===== src/rtl/dm_enc_pkg.sv =====
package dm_enc_pkg;

    localparam int unsigned SMP_W     = 12;
    localparam int unsigned STEP_INIT = 32;

    typedef enum logic {
        SLOPE_DOWN = 1'b0,
        SLOPE_UP   = 1'b1
    } slope_e;

    function automatic logic [SMP_W-1:0] midscale_of();
        return {1'b1, {(SMP_W-1){1'b0}}};
    endfunction

    function automatic logic [SMP_W-1:0] fullscale_of();
        return {SMP_W{1'b1}};
    endfunction

endpackage


===== src/rtl/dm_step_hold.sv =====
module dm_step_hold #(
    parameter int unsigned W         = dm_enc_pkg::SMP_W,
    parameter int unsigned RESET_VAL = dm_enc_pkg::STEP_INIT
) (
    input  logic         clk,
    input  logic         rst,
    input  logic         busy,
    input  logic [W-1:0] step_in,
    output logic [W-1:0] step_q
);
    localparam logic [W-1:0] INIT = W'(RESET_VAL);

    always_ff @(posedge clk) begin
        if (rst) begin
            step_q <= INIT;
        end else if (!busy) begin
            step_q <= step_in;
        end
    end
endmodule


===== src/rtl/dm_slope_decide.sv =====
module dm_slope_decide #(
    parameter int unsigned W = dm_enc_pkg::SMP_W
) (
    input  logic [W-1:0]       est,
    input  logic [W-1:0]       sample,
    input  logic [W-1:0]       step,
    output dm_enc_pkg::slope_e dir,
    output logic [W-1:0]       est_next
);
    import dm_enc_pkg::*;

    localparam logic [W-1:0] TOP = {W{1'b1}};

    logic [W:0]   up_sum;
    logic [W-1:0] up_val;
    logic [W-1:0] dn_val;

    always_comb begin
        up_sum = {1'b0, est} + {1'b0, step};
        up_val = up_sum[W] ? TOP : up_sum[W-1:0];
        dn_val = (est < step) ? '0 : (est - step);
        dir    = (sample > est) ? SLOPE_UP : SLOPE_DOWN;
        est_next = (dir == SLOPE_UP) ? up_val : dn_val;
    end
endmodule


===== src/rtl/dm_est_track.sv =====
module dm_est_track #(
    parameter int unsigned W = dm_enc_pkg::SMP_W
) (
    input  logic               clk,
    input  logic               rst,
    input  logic               take,
    input  dm_enc_pkg::slope_e dir,
    input  logic [W-1:0]       est_next,
    output logic [W-1:0]       est_q,
    output logic               bit_q,
    output logic               vld_q
);
    import dm_enc_pkg::*;

    localparam logic [W-1:0] MID = {1'b1, {(W-1){1'b0}}};

    always_ff @(posedge clk) begin
        if (rst) begin
            est_q <= MID;
            bit_q <= 1'b0;
            vld_q <= 1'b0;
        end else begin
            vld_q <= take;
            if (take) begin
                est_q <= est_next;
                bit_q <= (dir == SLOPE_UP);
            end
        end
    end
endmodule


===== src/rtl/dm_linear_encoder.sv =====
module dm_linear_encoder #(
    parameter int unsigned W         = dm_enc_pkg::SMP_W,
    parameter int unsigned STEP_INIT = dm_enc_pkg::STEP_INIT
) (
    input  logic         clk,
    input  logic         rst,
    input  logic         smp_valid,
    input  logic [W-1:0] smp_data,
    input  logic [W-1:0] step_cfg,
    output logic         bit_valid,
    output logic         bit_out,
    output logic [W-1:0] est_dbg
);
    import dm_enc_pkg::*;

    logic [W-1:0] step_q;
    logic [W-1:0] est_q;
    logic [W-1:0] est_next;
    slope_e       dir;

    dm_step_hold #(.W(W), .RESET_VAL(STEP_INIT)) u_step (
        .clk     (clk),
        .rst     (rst),
        .busy    (smp_valid),
        .step_in (step_cfg),
        .step_q  (step_q)
    );

    dm_slope_decide #(.W(W)) u_decide (
        .est      (est_q),
        .sample   (smp_data),
        .step     (step_q),
        .dir      (dir),
        .est_next (est_next)
    );

    dm_est_track #(.W(W)) u_track (
        .clk      (clk),
        .rst      (rst),
        .take     (smp_valid),
        .dir      (dir),
        .est_next (est_next),
        .est_q    (est_q),
        .bit_q    (bit_out),
        .vld_q    (bit_valid)
    );

    assign est_dbg = est_q;
endmodule


===== config.mk =====
export PLATFORM = sky130hd
export DESIGN_NAME = dm_linear_encoder
export DESIGN_NICKNAME = d
export VERILOG_FILES = /design/src/rtl/dm_enc_pkg.sv /design/src/rtl/dm_step_hold.sv /design/src/rtl/dm_slope_decide.sv /design/src/rtl/dm_est_track.sv /design/src/rtl/dm_linear_encoder.sv
export SDC_FILE = /design/constraint.sdc
export NUM_CORES = 1
export LEC_CHECK = 0
export BUFFER_PORTS_ARGS = -buffer_cell sky130_fd_sc_hd__buf_2
export CORE_ASPECT_RATIO = 1.5
export CORE_MARGIN = 1.5
export CORE_UTILIZATION = 31
export DETAILED_ROUTE_END_ITERATION = 10
export GPL_TIMING_DRIVEN = 0
export HOLD_SLACK_MARGIN = 0.03
export PLACE_DENSITY = 0.6
export SYNTH_ARGS = -nofsm -noshare
export SYNTH_HDL_FRONTEND = slang
export SYNTH_SLANG_ARGS = --single-unit

===== constraint.sdc =====
create_clock -name clk -period 6.3 [get_ports clk]
set_input_delay 0 -clock clk [delete_from_list [all_inputs] [get_ports clk]]
set_output_delay 0 -clock clk [all_outputs]
set_load 0.01 [all_outputs]

==> metrics.txt <==
# TYPE chip_impl_metric gauge
chip_impl_info{name="run_status",value="complete, no violations"} 1
chip_impl_metric{name="drt_pre_antenna_iters",unit=""} 4
chip_impl_metric{name="place.detailed.hpwl",unit="um"} 5740
chip_impl_metric{name="area_growth_syn_to_layout",unit="%"} 20.8
chip_impl_metric{name="final.min_clock_period",unit="ns"} 2.85
chip_impl_info{name="largest_family_of_logic_cells_by_synthesized_area",value="compound AO/OA/AOI/OAI gates"} 1
chip_impl_metric{name="timing.fmax",unit="MHz"} 351
chip_impl_info{name="cell_chosen_for_the_clock_root",value="sky130_fd_sc_hd__clkbuf_16"} 1
chip_impl_metric{name="timing.final.crit_share",unit=""} 0.452
chip_impl_metric{name="synth-adder-area-share",unit=""} 0.194
chip_impl_metric{name="max_cap_violations",unit=""} 0
chip_impl_metric{name="critPathRequiredTime",unit="ns"} 6.46
chip_impl_info{name="min-delay-path-class",value="input port to flip-flop"} 1
chip_impl_metric{name="postCtsResizedCells",unit=""} 0
chip_impl_metric{name="pre_cts_ws",unit="ns"} 3.52
chip_impl_metric{name="drive_above_1_share",unit=""} 0.155
chip_impl_metric{name="core.rowCount",unit=""} 40
chip_impl_metric{name="core_area",unit="um^2"} 7960
chip_impl_metric{name="initial_antenna_violation_count",unit=""} 0
chip_impl_metric{name="number_of_global_route_vias_before_repair",unit=""} 2485
chip_impl_info{name="crit-reg2reg-launch",value="u_track.est_q[0]"} 1
chip_impl_metric{name="grt_first_pass_wirelength",unit="um"} 11800
chip_impl_metric{name="pin_count",unit=""} 41
chip_impl_metric{name="cp_max_fo",unit=""} 6
chip_impl_metric{name="synth.mux.area_fraction",unit=""} 0.0554
chip_impl_metric{name="initial_core_util",unit=""} 0.318
chip_impl_info{name="yosys.cell_count.top_type",value="sky130_fd_sc_hd__inv_1"} 1
chip_impl_info{name="critical_path_class",value="flip-flop to flip-flop"} 1
chip_impl_metric{name="timing_max_transition_violations_final",unit=""} 0
chip_impl_metric{name="antenna_left",unit=""} 0
chip_impl_metric{name="synth-compound-area-share",unit=""} 0.273
chip_impl_metric{name="global_route.usage.total",unit=""} 0.171
chip_impl_metric{name="asyncSetResetFlopFracSynth",unit=""} 0
chip_impl_metric{name="final_cell_area",unit="um^2"} 3060
chip_impl_metric{name="edff_count_synth",unit=""} 0
chip_impl_metric{name="clkSinkCount",unit=""} 26
chip_impl_metric{name="slew_headroom",unit=""} 0.368
chip_impl_metric{name="violation_count_after_the_first_detailed_route_iteration",unit=""} 133
chip_impl_metric{name="clk_transition_reported_paths",unit="ns"} 0.07
chip_impl_metric{name="post_synth_inst_count",unit=""} 320
chip_impl_metric{name="layout.nets",unit=""} 440
chip_impl_metric{name="worst_slew_pin_slew",unit="ns"} 0.940
chip_impl_metric{name="placed_cell_area",unit="um^2"} 2860
chip_impl_metric{name="grt.overflow.total",unit=""} 0
chip_impl_metric{name="post-synth-top-area-fraction",unit=""} 0.206
chip_impl_metric{name="chipHeight",unit="um"} 114
chip_impl_metric{name="placement.io_buffers",unit=""} 39
chip_impl_info{name="timing.critical_path.from",value="u_track.est_q[0]"} 1
chip_impl_info{name="top_cells_by_area_in_the_synthesized_netlist",value="sky130_fd_sc_hd__dfxtp_1 21%, sky130_fd_sc_hd__ha_1 18%, sky130_fd_sc_hd__a21oi_1 6.1%, sky130_fd_sc_hd__inv_1 5.6%, sky130_fd_sc_hd__mux2i_1 5.5%"} 1
chip_impl_metric{name="postSynthRegisterBits",unit=""} 26
chip_impl_metric{name="ys_seq_area_frac",unit=""} 0.206
chip_impl_info{name="cts_tree",value="yes"} 1
chip_impl_metric{name="syn_avg_cell_area",unit="um^2"} 7.91
chip_impl_info{name="synth_top_cell_by_area",value="sky130_fd_sc_hd__dfxtp_1"} 1
chip_impl_info{name="grt_setup_unrepaired",value="false"} 1
chip_impl_metric{name="power_dens_cells",unit="nW/um^2"} 325
chip_impl_metric{name="clk-insertion-delay-late",unit="ns"} 0.27
chip_impl_metric{name="vdd_drop_max",unit="mV"} 0.127
chip_impl_metric{name="dr_total_vias",unit=""} 2469
chip_impl_metric{name="avgRoutedWirePerCell",unit="um"} 15.1
chip_impl_metric{name="netlist_area",unit="um^2"} 2530
chip_impl_metric{name="num_antenna_cells",unit=""} 0
chip_impl_metric{name="die_x",unit="um"} 76.8
chip_impl_metric{name="clock-skew-final",unit="ns"} 0.00318
chip_impl_metric{name="final-setup-viol-count",unit=""} 0
chip_impl_metric{name="postRouteWirelength",unit="um"} 7220
chip_impl_info{name="crit_path_start_kind",value="flip-flop"} 1
chip_impl_metric{name="layout.filler_cells",unit=""} 846
chip_impl_metric{name="timing.hold.ws",unit="ns"} 0.0628
chip_impl_info{name="end_kind",value="flip-flop"} 1
chip_impl_metric{name="post-route-worst-setup-slack",unit="ns"} 3.45
chip_impl_metric{name="ys_warn_count",unit=""} 0
chip_impl_metric{name="synthSimpleGateAreaFrac",unit=""} 0.153
chip_impl_metric{name="detail_route.vias_per_cell",unit=""} 5.15
chip_impl_metric{name="drc_violation_count_after_routing",unit=""} 0
chip_impl_info{name="timing.hold.worst.start",value="step_cfg[5]"} 1
chip_impl_metric{name="hold_viol",unit=""} 0
chip_impl_metric{name="gpl.final_weighted_congestion",unit=""} 0.831
chip_impl_metric{name="finalSetupTns",unit="ns"} 0
chip_impl_metric{name="yosys.area_share.xor_xnor",unit=""} 0.0346
chip_impl_metric{name="grt_max_degree",unit=""} 15
chip_impl_metric{name="syn-num-nets",unit=""} 385
chip_impl_metric{name="power.static_leakage",unit="uW"} 0.00139
chip_impl_info{name="synth_flop_cell",value="sky130_fd_sc_hd__dfxtp_1"} 1
chip_impl_metric{name="numCtsBuffers",unit=""} 3
chip_impl_metric{name="placed_cells",unit=""} 464
chip_impl_metric{name="ys_types",unit=""} 54
chip_impl_info{name="synth_top_cells_by_count",value="38 x sky130_fd_sc_hd__inv_1, 37 x sky130_fd_sc_hd__nor2_1, 36 x sky130_fd_sc_hd__ha_1"} 1
chip_impl_metric{name="clk_path_buf_depth",unit=""} 2
chip_impl_metric{name="floorplan.die_area",unit="um^2"} 8720
chip_impl_metric{name="arrival_time_at_the_worst_endpoint",unit="ns"} 3.00
chip_impl_metric{name="htreeDepth",unit=""} 1
chip_impl_metric{name="final_cells",unit=""} 479
## through the flow
stage	power, uW	util
CTS	998	0.384
detailed placement	826	0.359
finish	993	0.384
floorplan	665	-
global route	1080	0.384
global placement	820	0.359
## cell families (layout without fill, tap and decap cells)
logic type                 count (synthesis)  after routing
xor gates and xnor gates                  10             10
buffers and inverters                     53            107
and+or+nand+nor                           79             79
muxes                                     14             14
DFF                                       26             26
AOI/OAI and AO/OA                        100            100
adders and majority gates                 38             38
## final timing paths
path	to	slack, ns	depth (start not counted)
worst max-delay path	u_track.est_q[5]	3.45	11
worst min-delay path	u_step.step_q[5]	0.06	3
worst max register to register	u_track.est_q[5]	3.45	11
worst min register to register	u_track.bit_q	0.51	2
## state kept, by name (all words and copies together) (netlist names)
| signal | count |
|---|---|
| u_track.bit_q | 1 |
| u_track.vld_q | 1 |
| u_track.est_q | 12 |
| u_step.step_q | 12 |
## cells in the final DEF, fill, tap and decap left out, drive strengths merged, types with 5 or more instances in the layout
cell type    instances
a211oi               6
a21oi               32
a221o                5
buf                 46
clkbuf              12
dfxtp               26
dlygate4sd3         11
ha                  36
inv                 38
mux2i               14
nand2                8
nand4                5
nor2                38
nor2b                7
o21a                 5
o21ai               17
or3                  5
xnor2                7
## cell type report
class	count	area, um^2	area share
clock buffer	4	88.8	0.0291
tap	105	131	0.0430
sequential	26	520	0.170
buffer	15	71.3	0.0233
multi-input combinational	241	1800	0.588
timing repair buffer	50	305	0.0999
inverter	38	143	0.0467
## layer usage
metal  GRT usage  part of all wire
met1       0.186              0.40
met3      0.0136             0.034
met2       0.331              0.53
met4      0.0815             0.042
met5           0                 0
## critical path: stages, from the launching register on
cell and delay, ns:
sky130_fd_sc_hd__dfxtp_1 0.36, sky130_fd_sc_hd__inv_1 0.07, sky130_fd_sc_hd__ha_1 0.16, sky130_fd_sc_hd__inv_1 0.06
sky130_fd_sc_hd__fa_1 0.43, sky130_fd_sc_hd__a211oi_2 0.39, sky130_fd_sc_hd__o21a_1 0.20, sky130_fd_sc_hd__or2_1 0.14
sky130_fd_sc_hd__o211a_1 0.33, sky130_fd_sc_hd__or3_4 0.20, sky130_fd_sc_hd__nor2_4 0.05, sky130_fd_sc_hd__a221o_2 0.34
## where the power goes
| part | internal, uW | switching (uW) |
|---|---|---|
| sequential | 193 | 40.1 |
| clock | 97.5 | 63.3 |
| combinational | 251 | 349 |
| total | 541 | 452 |
## what timing repair did
item / CTS / global route
setup buffers: 0 / 0
hold endpoints to repair: 11 / 0
hold buffers: 11 / 0
setup endpoints to repair: 0 / 0
Note: power is estimated with default switching activity, not from simulation.
